### config.mk
export PLATFORM = sky130hd
export DESIGN_NAME = secs_countdown_alarm
export DESIGN_NICKNAME = d
export VERILOG_FILES = /design/src/rtl/sca_pkg.sv /design/src/rtl/sca_down_counter.sv /design/src/rtl/sca_ctrl_regs.sv /design/src/rtl/sca_read_mux.sv /design/src/rtl/secs_countdown_alarm.sv
export SDC_FILE = /design/constraint.sdc
export NUM_CORES = 1
export LEC_CHECK = 0
export BUFFER_PORTS_ARGS = -buffer_cell sky130_fd_sc_hd__buf_2
export CORE_ASPECT_RATIO = 1.75
export CORE_MARGIN = 2
export CORE_UTILIZATION = 31
export DETAILED_ROUTE_END_ITERATION = 10
export RECOVER_POWER = 100
export SYNTH_ARGS = -nofsm -noshare
export SYNTH_HDL_FRONTEND = slang
export SYNTH_HIERARCHICAL = 1
export SYNTH_SLANG_ARGS = --single-unit
### constraint.sdc
create_clock -name clk -period 8.55 [get_ports clk]
set_clock_uncertainty 0.05 [all_clocks]
set_input_delay 2.1375 -clock clk [delete_from_list [all_inputs] [get_ports clk]]
set_output_delay 2.1375 -clock clk [all_outputs]
set_load 0.005 [all_outputs]
### src/rtl/sca_pkg.sv
package sca_pkg;

    localparam int SCA_ADDR_W = 8;

    // Register offsets
    localparam logic [SCA_ADDR_W-1:0] OFS_LOAD    = 8'h20;
    localparam logic [SCA_ADDR_W-1:0] OFS_REMAIN  = 8'h24;
    localparam logic [SCA_ADDR_W-1:0] OFS_RUN     = 8'h28;
    localparam logic [SCA_ADDR_W-1:0] OFS_IRQ_EN  = 8'h2C;
    localparam logic [SCA_ADDR_W-1:0] OFS_PENDING = 8'h30;
    localparam logic [SCA_ADDR_W-1:0] OFS_WAKE_EN = 8'h50;

    // One-hot register select
    typedef struct packed {
        logic load;
        logic remain;
        logic run;
        logic irq_en;
        logic pending;
        logic wake_en;
    } sca_sel_t;

    // Enable and flag state
    typedef struct packed {
        logic run;
        logic irq_en;
        logic wake_en;
        logic pending;
    } sca_ctrl_t;

    function automatic sca_sel_t sca_decode(input logic [SCA_ADDR_W-1:0] addr);
        sca_sel_t s;
        s = '0;
        case (addr)
            OFS_LOAD:    s.load    = 1'b1;
            OFS_REMAIN:  s.remain  = 1'b1;
            OFS_RUN:     s.run     = 1'b1;
            OFS_IRQ_EN:  s.irq_en  = 1'b1;
            OFS_PENDING: s.pending = 1'b1;
            OFS_WAKE_EN: s.wake_en = 1'b1;
            default:     s         = '0;
        endcase
        return s;
    endfunction

endpackage

### src/rtl/sca_down_counter.sv
module sca_down_counter #(
    parameter int CNT_W = 32
) (
    input  logic             clk,
    input  logic             rst,
    input  logic             load,
    input  logic [CNT_W-1:0] load_val,
    input  logic             tick,
    input  logic             run,
    output logic [CNT_W-1:0] count,
    output logic [CNT_W-1:0] load_q,
    output logic             expire
);
    localparam logic [CNT_W-1:0] ONE = CNT_W'(1);

    logic             step;
    logic [CNT_W-1:0] count_q;
    logic [CNT_W-1:0] load_r;

    // A load always wins over a tick in the same cycle.
    assign step   = run && tick && !load && (count_q != '0);
    assign expire = step && (count_q == ONE);

    always_ff @(posedge clk) begin
        if (rst) begin
            count_q <= '0;
            load_r  <= '0;
        end else if (load) begin
            count_q <= load_val;
            load_r  <= load_val;
        end else if (step) begin
            count_q <= count_q - ONE;
        end
    end

    assign count  = count_q;
    assign load_q = load_r;
endmodule

### src/rtl/sca_ctrl_regs.sv
module sca_ctrl_regs
    import sca_pkg::*;
(
    input  logic      clk,
    input  logic      rst,
    input  logic      wr,
    input  logic      wr_run,
    input  logic      wr_irq_en,
    input  logic      wr_pending,
    input  logic      wr_wake_en,
    input  logic      wbit,
    input  logic      set_pending,
    output sca_ctrl_t ctrl
);
    sca_ctrl_t ctrl_q;
    logic      clear_hit;

    assign clear_hit = wr && wr_pending && wbit;

    always_ff @(posedge clk) begin
        if (rst) begin
            ctrl_q <= '0;
        end else begin
            if (wr && wr_run)     ctrl_q.run     <= wbit;
            if (wr && wr_irq_en)  ctrl_q.irq_en  <= wbit;
            if (wr && wr_wake_en) ctrl_q.wake_en <= wbit;
            // Setting has priority over a simultaneous clear.
            if (set_pending)      ctrl_q.pending <= 1'b1;
            else if (clear_hit)   ctrl_q.pending <= 1'b0;
        end
    end

    assign ctrl = ctrl_q;
endmodule

### src/rtl/sca_read_mux.sv
module sca_read_mux
    import sca_pkg::*;
#(
    parameter int DATA_W = 32,
    parameter int CNT_W  = 32
) (
    input  logic              clk,
    input  logic              rst,
    input  logic              rd_req,
    input  sca_sel_t          sel,
    input  logic [CNT_W-1:0]  count,
    input  logic [CNT_W-1:0]  load_q,
    input  sca_ctrl_t         ctrl,
    output logic [DATA_W-1:0] rdata
);
    logic [DATA_W-1:0] rdata_d;
    logic [DATA_W-1:0] rdata_q;

    always_comb begin
        rdata_d = '0;
        if (sel.load)    rdata_d = DATA_W'(load_q);
        if (sel.remain)  rdata_d = DATA_W'(count);
        if (sel.run)     rdata_d = DATA_W'(ctrl.run);
        if (sel.irq_en)  rdata_d = DATA_W'(ctrl.irq_en);
        if (sel.pending) rdata_d = DATA_W'(ctrl.pending);
        if (sel.wake_en) rdata_d = DATA_W'(ctrl.wake_en);
    end

    always_ff @(posedge clk) begin
        if (rst)         rdata_q <= '0;
        else if (rd_req) rdata_q <= rdata_d;
    end

    assign rdata = rdata_q;
endmodule

### src/rtl/secs_countdown_alarm.sv
module secs_countdown_alarm
    import sca_pkg::*;
#(
    parameter int DATA_W = 32,
    parameter int CNT_W  = 32
) (
    input  logic                  clk,
    input  logic                  rst,
    input  logic                  tick_1hz,
    input  logic                  bus_sel,
    input  logic                  bus_wr,
    input  logic [SCA_ADDR_W-1:0] bus_addr,
    input  logic [DATA_W-1:0]     bus_wdata,
    output logic [DATA_W-1:0]     bus_rdata,
    output logic                  irq_o,
    output logic                  wake_o
);
    sca_sel_t         sel;
    sca_ctrl_t        ctrl;
    logic             wr_req;
    logic             rd_req;
    logic             load_hit;
    logic             clr_hit;
    logic             expire;
    logic [CNT_W-1:0] cnt_val;
    logic [CNT_W-1:0] load_val;

    assign sel      = sca_decode(bus_addr);
    assign wr_req   = bus_sel && bus_wr;
    assign rd_req   = bus_sel && !bus_wr;
    assign load_hit = wr_req && sel.load;
    assign clr_hit  = wr_req && sel.pending && bus_wdata[0];

    sca_down_counter #(.CNT_W(CNT_W)) u_cnt (
        .clk      (clk),
        .rst      (rst),
        .load     (load_hit),
        .load_val (bus_wdata[CNT_W-1:0]),
        .tick     (tick_1hz),
        .run      (ctrl.run),
        .count    (cnt_val),
        .load_q   (load_val),
        .expire   (expire)
    );

    sca_ctrl_regs u_ctrl (
        .clk         (clk),
        .rst         (rst),
        .wr          (wr_req),
        .wr_run      (sel.run),
        .wr_irq_en   (sel.irq_en),
        .wr_pending  (sel.pending),
        .wr_wake_en  (sel.wake_en),
        .wbit        (bus_wdata[0]),
        .set_pending (expire),
        .ctrl        (ctrl)
    );

    sca_read_mux #(.DATA_W(DATA_W), .CNT_W(CNT_W)) u_rd (
        .clk    (clk),
        .rst    (rst),
        .rd_req (rd_req),
        .sel    (sel),
        .count  (cnt_val),
        .load_q (load_val),
        .ctrl   (ctrl),
        .rdata  (bus_rdata)
    );

    assign irq_o  = ctrl.pending && ctrl.irq_en;
    assign wake_o = ctrl.pending && ctrl.wake_en;
endmodule

======== Yosys cells after proc, flatten, opt, wreduce, memory -nomap -nowiden ========
Index checks and enable logic that the tools add are counted.
operators by class
  $add $sub $neg .......................... 1
  equal/unequal tests ..................... 7
  multiplexer cells ....................... 16
  reductions and logical operators ........ 19
operators by type and width
  cell                   number
  $mux 32                8
  $eq 8x6->1 const B     5
  $eq 32x1->1 const B    1
  $reduce_bool 32->1     1
  $sub 32x1->32 const B  1
  $logic_and 1x1->1      14
  $eq 8x7->1 const B     1
  $mux 1                 8
  $reduce_bool 2->1      2
  $logic_not 1->1        2
word-level totals
  register bits ........................... 100
  input port bits ......................... 45
  logic and storage cells ................. 50

======== Logic depth before layout (Yosys ltp) ========
Gate-level depths: netlist (run 1).
  word-level depth ........................ 8
  depth in mapped cells ................... 9
  mapped depth without buffers ............ 8

======== By module ========
Netlist (run 1), hierarchy kept.
modules (own cells, without submodules)
  module                instances  cells an instance  area an instance (sq um)  sequential area each (sq um)
  sca_down_counter      1          370                3149.3                    1281.2
  sca_read_mux          1          188                1554.0                    640.6
  sca_ctrl_regs         1          16                 163.9                     80.1
  secs_countdown_alarm  1          19                 146.4                     0.0

======== Least setup slack after synthesis (run 1) ========
No wires, ideal clock.
  path type ............................... input port to flip-flop
  start point ............................. input bus_addr[7]
  end point ............................... register u_cnt.load_r[0] (netlist: u_cnt/load_q[0])
  setup time .............................. 0.128 ns
  arrival time ............................ 3.990 ns
  data required time ...................... 8.372 ns
  path slack .............................. 4.383 ns
  stages .................................. 7
  buffers on the path ..................... 3
  cell sequence ........................... or3_4 -> buf_6 -> nor3_1 -> clkbuf_1 -> clkbuf_1 -> mux2i_1 -> nor2_1
on the way
  cells in the longest elaborated chain, start to end .. 3
RTL lines
  what                  line                        RTL
  from (decl)           secs_countdown_alarm.sv:12  input logic [SCA_ADDR_W-1:0] bus_addr,
  $eq 8x6->1            sca_pkg.sv:34               case (addr)
  $mux 1                sca_pkg.sv:34
  $logic_and 1x1->1     secs_countdown_alarm.sv:31  assign load_hit = wr_req && sel.load;
  named net load_hit    secs_countdown_alarm.sv:22  logic load_hit;
  to (signal assigned)  sca_down_counter.sv:30      load_r <= load_val;
  to (decl)             sca_down_counter.sv:18      logic [CNT_W-1:0] load_r;
The timed path passes the listed nets, and every way through them passes these cells.
A chain may end at the register's enable or synchronous reset.

======== Worst setup path after layout (run 1) ========
  start point ............................. input bus_addr[4]
  end point ............................... register u_cnt.count_q[29] (netlist: u_cnt/count[29])
on the way
  cells in the longest elaborated chain, start to end .. 7
  elaborated cells between the ends (all ways) .. 8
  classes of those cells .................. eq/ne: 1; mux: 2; reduce/logical: 5
RTL lines
  what                             line                        RTL
  $eq 8x6->1 *                     sca_pkg.sv:34
  $mux 1 *                         sca_pkg.sv:34
  $logic_and 1x1->1 *              secs_countdown_alarm.sv:31
  named net load_hit               secs_countdown_alarm.sv:22
  $logic_not 1->1                  sca_down_counter.sv:21      assign step = run && tick && !load && (count_q != '0);
  $logic_and 1x1->1 (2 in series)  sca_down_counter.sv:21
  $reduce_bool 2->1 (no line)      -
  to (signal assigned)             sca_down_counter.sv:29      count_q <= load_val;
  to (signal assigned)             sca_down_counter.sv:32      count_q <= count_q - ONE;
  to (decl)                        sca_down_counter.sv:17      logic [CNT_W-1:0] count_q;
Mark *: on every way through the listed nets, which the timed path passes. The rest lies on a longest branch.

==> run summary, run 1 <==
The flow ran to the end, but the final reports show violations. The checks that failed: capacitance limit, slew limit. The number of endpoints with negative hold slack in the final report was 0. Data on the critical path is required at its endpoint by 8.73 ns. Counting every net in the synthesized netlist gives 640. The routability-driven placement congestion ratio came out at approximately 0.86. The gate count after technology mapping came out at 593. For this design, the slowest cell found on the critical path is clkbuf_1.

The count of nets after finishing came out at 695. After detailed routing, the number of remaining DRC violations is 0. The layout-stage area growth over the synthesis result came out at 15.1%. The worst stage delay on the critical path came out at 0.98 ns. Of the cells placed in the final design, the portion with a size suffix greater than 1 is 0.152. The worst setup path is captured at a register. The average cell area after synthesis is 8.45 µm². The share of total power dissipated in the clock network is 0.439.

The fraction of power consumed by sequential logic is 0.517. The routed design has roughly 15,000 µm of wire. The cell area after synthesis came out at 5010 µm². The register bit total from synthesis came out at 100. The net switching component of the power is 0.000209 W. Synthesis instantiated 74 different standard cells from the library. The launching instance or port of the critical path is bus_addr[4]. Derived from the worst setup path, the maximum achievable clock frequency is 171 MHz. The number of violations reported at the end of detailed-routing iteration 0 is 259. The biggest fanout along the worst timing path came out at 34. The critical path depth came out at 10. The clock latency reported for the late side of the worst-skew pair came out at 0.35 ns. The ratio of final minimum period to clock period came out at 0.684. Clock-pin slew was measured on the worst setup and hold paths at approximately 0.070 ns.

Entering global routing, the biggest net connects 68 pins. The fraction of the yosys area taken by sequential cells is 0.399. The setup slack of the worst register-to-register path is 5.11 ns. The max-capacitance violation count came out at 2. The number of global-route vias before repair is 4,564.

Setup repair after global routing left no endpoint under its margin. The die is 172 µm tall. The number of antenna violations at the first check in global routing is 0. The critical path data arrival time is between 6 and 7 ns. The critical path goes through buf_2 -> or3b_1 -> nor3_1 -> clkbuf_1 -> inv_1 -> buf_4 -> o211ai_1 -> a21oi_1 -> a41oi_1 -> o21ai_0. The dominant delay contributor by cell family on the critical path is buffers and inverters. After floorplanning, the core was divided into 61 placement rows.

The synthesis warning total is 6. The static power due to leakage came out at 2.15 nW. Leaving out fill and tap cells, the most frequent cell in the layout is dfxtp_1. The element type at the critical path start is an input port. The end point of the critical path is u_cnt/count[29]$_SDFFE_PP0P_. After clock tree synthesis, the repair step resized 0 gates. Of all flip-flops after synthesis, the portion carrying an async set or reset was 0.

The worst vdd rail ir drop came out at 0.0707 mV. The worst register-to-register path ends at u_ctrl/ctrl[0]$_SDFFE_PP0P_. Setup violations remaining at the end of the flow were counted as 0. The cell area after placement is 5550 µm². The worst path buffer plus inverter count is 4. The count of buffers from port buffering is 78. Headroom to the max-slew limit came out at -0.675.

After detailed routing, the average wire length per cell comes to 17.5 µm. The smallest clock period supported by the final layout is computed as 5.85 ns. The hold buffer count at cts came out at 0. The repair_antennas step left the layout with diodes totalling 0. The die covers 17,200 µm².

The total overflow left after global routing is 0. In the layout the commonest cells are 100 x dfxtp_1, 71 x nor2_1, 58 x a21oi_1. The initial cell density of the core is 0.316. The CTS root buffer is clkbuf_16.

The number of search-and-repair iterations in the first detailed-routing pass came out at 5. The most used flip-flop cell after synthesis is dfxtp_1. The synthesized design contains 0 enable-type register cells.

In this run the critical register-to-register path is launched from u_cnt/count[27]$_SDFFE_PP0P_. The die is between 100 and 150 µm wide. The number of clock sinks came out at 100. The half-perimeter wire length after placement came out at 10,300 µm. The remaining antenna violation count came out at 0.

The clock passes through at most 2 buffers. The type of the worst min-delay path is register to register. The number of setup buffers added after CTS is 0.

The first-pass GRT wire length is 23,600 µm. The final-report max-slew violation count is 46. The routed via count came out at ~4,600. The setup TNS is 0 ns.

The worst reg2reg path depth came out at 6. The transition at the pin with the smallest max-transition slack is approximately 2.5 ns. The routed via count divided by cell count is 5.43. TritonCTS built the clock tree.

The class of the most critical setup path is input port to register. Summing all non-filler instances in the final layout gives an area of 5770 µm². The number of CTS-inserted buffers came out at 9. The boundary pin count came out at 79.

The clock tree synthesis step divided the H-tree into 3 levels. The fraction of power spent switching nets is 0.232. The combined global-route utilization of all metal layers is 0.174.

The total internal power came out at slightly below 0.0007 W. The areal power density over the cells is 156 nW/µm². The placeable core region came out at 15,900 µm². The share of total power dissipated in combinational logic is 0.044.
==> area by class of cell <==
type	count	area (µm²)
fill	1668	10100
multi-input combinational	440	2790
timing repair buffer	86	413
clock inverter	5	36.3
clock buffer	11	253
tap	189	236
sequential	100	2000
inverter	11	41.3
==> sequential cells by signal, summed over array words and instances, names as in the netlist <==
| signal | cells |
|---|---|
| u_ctrl/ctrl | 4 |
| u_cnt/count | 32 |
| u_cnt/load_q | 32 |
| u_rd/rdata | 32 |
==> per-layer routing <==
layer | global-route usage | vias up | wire (µm)
li1 | - | 2282 | -
met1 | 0.194 | 2153 | 5880
met2 | 0.320 | 105 | 7910
met3 | 0.0323 | 30 | 524
met4 | 0.0727 | 0 | 442
met5 | 0 | - | 0
==> cells in the mapped netlist, drive strengths merged (4+ instances only) <==
cell type	count	share of area
dfxtp	100	0.40
a31oi	14	0.017
nand4	9	0.012
xnor2	4	0.0070
or4	6	0.0097
or3	4	0.0060
nand3	15	0.015
mux2i	19	0.038
nand2b	5	0.0062
o21ai	9	0.0097
inv	11	0.0082
nor2b	35	0.044
a21oi	58	0.058
a22o	30	0.052
buf	14	0.015
nor4	14	0.027
a211oi	10	0.015
nor2	71	0.053
nor3	14	0.017
o211ai	9	0.013
xor2	5	0.0087
o311ai	5	0.0087
clkbuf	28	0.021
nand2	50	0.039
and2	6	0.0077
==> worst reg2reg max path: stages, from the launching register on <==
cell	delay, ns
dfxtp_1	0.36
nor4_1	0.60
nand4_1	0.51
o21ai_0	1.16
nor2_1	0.24
and4b_1	0.35
nor3_2	0.05
==> through the flow <==
stage	power, W	util	setup WS, ns	instances	hold WS, ns
2_1_floorplan	0.000496	-	4.38	593	0.386
3_3_place_gp	0.000518	0.350	3.63	826	0.401
3_5_place_dp	0.000518	0.350	3.56	826	0.404
4_1_cts	0.000914	0.368	3.91	842	0.414
5_1_grt	0.000933	0.363	2.28	842	0.436
6_report	0.000901	0.363	2.70	842	0.411
==> cell families after synthesis <==
logic type	synth area share
fa+ha+maj	0.00499
compound gates	0.226
buf+inv	0.0444
mux	0.0379
simple gates	0.272
xor+xnor	0.0157
flops	0.399
==> how the worst min path moves through the flow <==
stage                                        startpoint  slack [ns]                            end  cells after the start
after detailed placement  u_cnt/load_q[16]$_SDFFE_PP0P_        0.40  u_cnt/load_q[16]$_SDFFE_PP0P_                      2
after global routing      u_cnt/load_q[15]$_SDFFE_PP0P_        0.44  u_cnt/load_q[15]$_SDFFE_PP0P_                      2
after floorplan           u_cnt/load_q[16]$_SDFFE_PP0P_        0.39  u_cnt/load_q[16]$_SDFFE_PP0P_                      2
after CTS                 u_cnt/load_q[16]$_SDFFE_PP0P_        0.41  u_cnt/load_q[16]$_SDFFE_PP0P_                      2
after global placement    u_cnt/load_q[24]$_SDFFE_PP0P_        0.40  u_cnt/load_q[24]$_SDFFE_PP0P_                      2
final                     u_cnt/load_q[16]$_SDFFE_PP0P_        0.41  u_cnt/load_q[16]$_SDFFE_PP0P_                      2
==> power by group through the flow <==
stage	combinational, W	clock (W)	sequential [W]
final	0.0000392	0.000396	0.000466
after global routing	0.0000431	0.000424	0.000466
after CTS	0.0000407	0.000407	0.000466
after detailed placement	0.0000405	0	0.000477
after global placement	0.0000407	0	0.000477
after floorplan	0.0000190	0	0.000477
(Power assumes the default switching activity.)
==> run 2, diff against run 1 <==
==> constraint.sdc (replaced) <==
create_clock -name clk -period 5.4 [get_ports clk]
set_clock_uncertainty 0.05 [all_clocks]
set_input_delay 1.35 -clock clk [delete_from_list [all_inputs] [get_ports clk]]
set_output_delay 1.35 -clock clk [all_outputs]
set_load 0.005 [all_outputs]
==> run summary, run 2 (synthesized netlist as in run 1, its figures left out) <==
The run finished, with violations left. The checks that failed: capacitance limit, slew limit. The combined global-route utilization of all metal layers came to 0.173 (-0.000950). The initial cell density of the core came to 0.316 (unchanged).

The routed via count divided by cell count is 5.40 (-0.48%). The area of all placed cells without fillers came to 5810 µm² (+0.65%). The areal power density over the cells is 253 nW/µm² (+62%). The max-capacitance violation count is 1 (-1). The total DRC errors in the routed layout is 0 (unchanged). The maximum number of pins on one net before global-route repair is 70 (+2.9%). TritonCTS built the clock tree. The fill cell total of the finished layout came out at 1,692 (+1.4%). The half-perimeter wire length after placement came out at 10,200 µm (-1.5%). The min-delay analysis places its worst path in the category register to register. The worst setup path is captured at a register. The setup-violating endpoint count in the final report is 0 (unchanged). The number of search-and-repair iterations in the first detailed-routing pass came out at 4 (-1). The clock slew seen by the registers of the worst setup and hold paths is 0.07 ns (about the same).

The maximum count of clock buffers along a single path is 2 (unchanged). The achievable frequency is about 240 MHz. The number of violations reported at the end of detailed-routing iteration 0 is 305 (+18%). The die footprint came out at 17,200 µm² (unchanged). The transition at the pin with the smallest max-transition slack is 1.65 ns (-0.842 ns). The number of global-route vias before repair is 4,623 (+1.3%).

The number of setup buffers added after CTS is 0 (unchanged). The post-route core utilization came out at 0.366 (+0.00237). The clock latency reported for the late side of the worst-skew pair is 0.34 ns (about the same). The element type at the critical path start is an input port. The number of standard-cell rows in the floorplan came out at 61 (unchanged). The remaining antenna violation count is 0 (unchanged). The final-report max-slew violation count was 31 (-33%).

The setup slack of the worst register-to-register path came out at 2.11 ns (-3.00 ns). The number of antenna violations at the first check in global routing is 0 (unchanged). The global route total overflow came out at 0 (unchanged). The biggest fanout along the worst timing path is 30 (-12%). The routed via count is 4,548 (-0.48%). The required time at the worst-slack endpoint came out at 5.63 ns (-3.10 ns). The total wire length came out at 14,800 µm (about the same).

The first-pass GRT wire length came to 23,800 µm (+0.67%). The count of buffers from port buffering came out at 78 (unchanged). The routability-driven placement congestion ratio came to 0.820 (-5.2%). The cell area after placement was 5550 µm² (unchanged). The number of antenna diodes came out at 0 (unchanged).

The number of gates resized after CTS came to 0 (unchanged). The boundary pin count is 79 (unchanged). The layout-stage area growth over the synthesis result came out at 15.8%. The number of levels in the clock H-tree is 3 (unchanged). The number of clock sinks came to 100 (unchanged). The worst relative slew slack was -0.0984 (+0.577).

The static power due to leakage is 2.15 nW (+0.37%). The hold buffer count at cts came out at 0 (unchanged). The horizontal die dimension came out at 100 µm (unchanged).

Setup repair after global routing left no endpoint under its margin. The ratio of cells with drive above 1 in the final layout was 0.152 (unchanged). The critical path data arrival time is 4.48 ns (-1.55 ns). The setup TNS came to 0 ns (unchanged). The root buffer cell chosen for the clock tree is clkbuf_16. The placeable core region came out at 15,900 µm² (unchanged). The worst setup path is of the input port to register kind.

Leaving out fill and tap cells, the most frequent cell in the layout is dfxtp_1. The worst vdd rail ir drop is 0.148 mV (+110%). The number of endpoints with negative hold slack in the final report came out at 0 (unchanged).

The per-cell routed wire length is 17.5 µm (about the same). The height of the chip came to 172 µm (unchanged). In the layout the commonest cells are 100 x dfxtp_1, 71 x nor2_1, 58 x a21oi_1. In the finished design, the share of the clock period the worst path needs comes to 0.787. The number of CTS-inserted buffers came to 9 (unchanged). The count of nets after finishing is 695 (unchanged).

The final period demand of the worst path came out at 4.25 ns.
## run 2: changes by cell type in the layout (fill, tap and decap cells not counted), sizes merged
cell      change
inv           +1
clkbuf        +3
clkinv        -1
clkinvlp      -1
buf           -3
bufinv        +1
## run 2: metal layers
layer	routed length, µm	share of wire	track usage	vias to the layer above
met4	385	0.026	0.0715	0
met5	0	0	0	-
met1	5800	0.39	0.193	2143
met2	8060	0.55	0.325	104
li1	-	-	-	2273
met3	512	0.035	0.0234	28
## run 2: power breakdown
part	internal, W	leakage [nW]	total [W]	switching (W)
logic	0.0000206	1.20	0.0000630	0.0000424
registers	0.000738	0.805	0.000738	0.000000655
clock network	0.000386	0.148	0.000670	0.000285
total	0.00114	2.15	0.00147	0.000328
## run 2: metrics by stage
stage	hold slack, ns	worst slack, ns	cells	power [W]
final	0.405	1.15	842	0.00147
after global routing	0.427	0.929	842	0.00152
after CTS	0.408	2.05	842	0.00149
after detailed placement	0.398	1.70	826	0.000820
after global placement	0.392	1.70	826	0.000820
after floorplan	0.386	2.02	593	0.000786
## run 2: final cells by class
class | instances | area, µm² | share of cell area
clock inverters | 5 | 58.8 | 0.0101
well taps | 189 | 236 | 0.0407
multi-input cells | 440 | 2810 | 0.483
repair buffers | 86 | 410 | 0.0707
flip-flops and latches | 100 | 2000 | 0.345
clock buffers | 11 | 253 | 0.0435
inverters | 11 | 41.3 | 0.00711
## run 2: critical path: stages
cell,delay [ns]
buf_2,0.10
or3b_1,0.48
nor4_1,0.56
nor2b_2,0.26
clkbuf_1,1.20
a22o_1,0.35
a21oi_1,0.09
nor2_1,0.08
## run 2: final timing paths
check / depth (start not counted) / start / end
worst max-delay path: 8 / bus_addr[4] / u_rd/rdata[31]$_SDFFE_PP0P_
worst min-delay path: 2 / u_cnt/load_q[16]$_SDFFE_PP0P_ / u_cnt/load_q[16]$_SDFFE_PP0P_
worst max register to register: 6 / u_cnt/count[28]$_SDFFE_PP0P_ / u_ctrl/ctrl[0]$_SDFFE_PP0P_
worst min register to register: 2 / u_cnt/load_q[16]$_SDFFE_PP0P_ / u_cnt/load_q[16]$_SDFFE_PP0P_
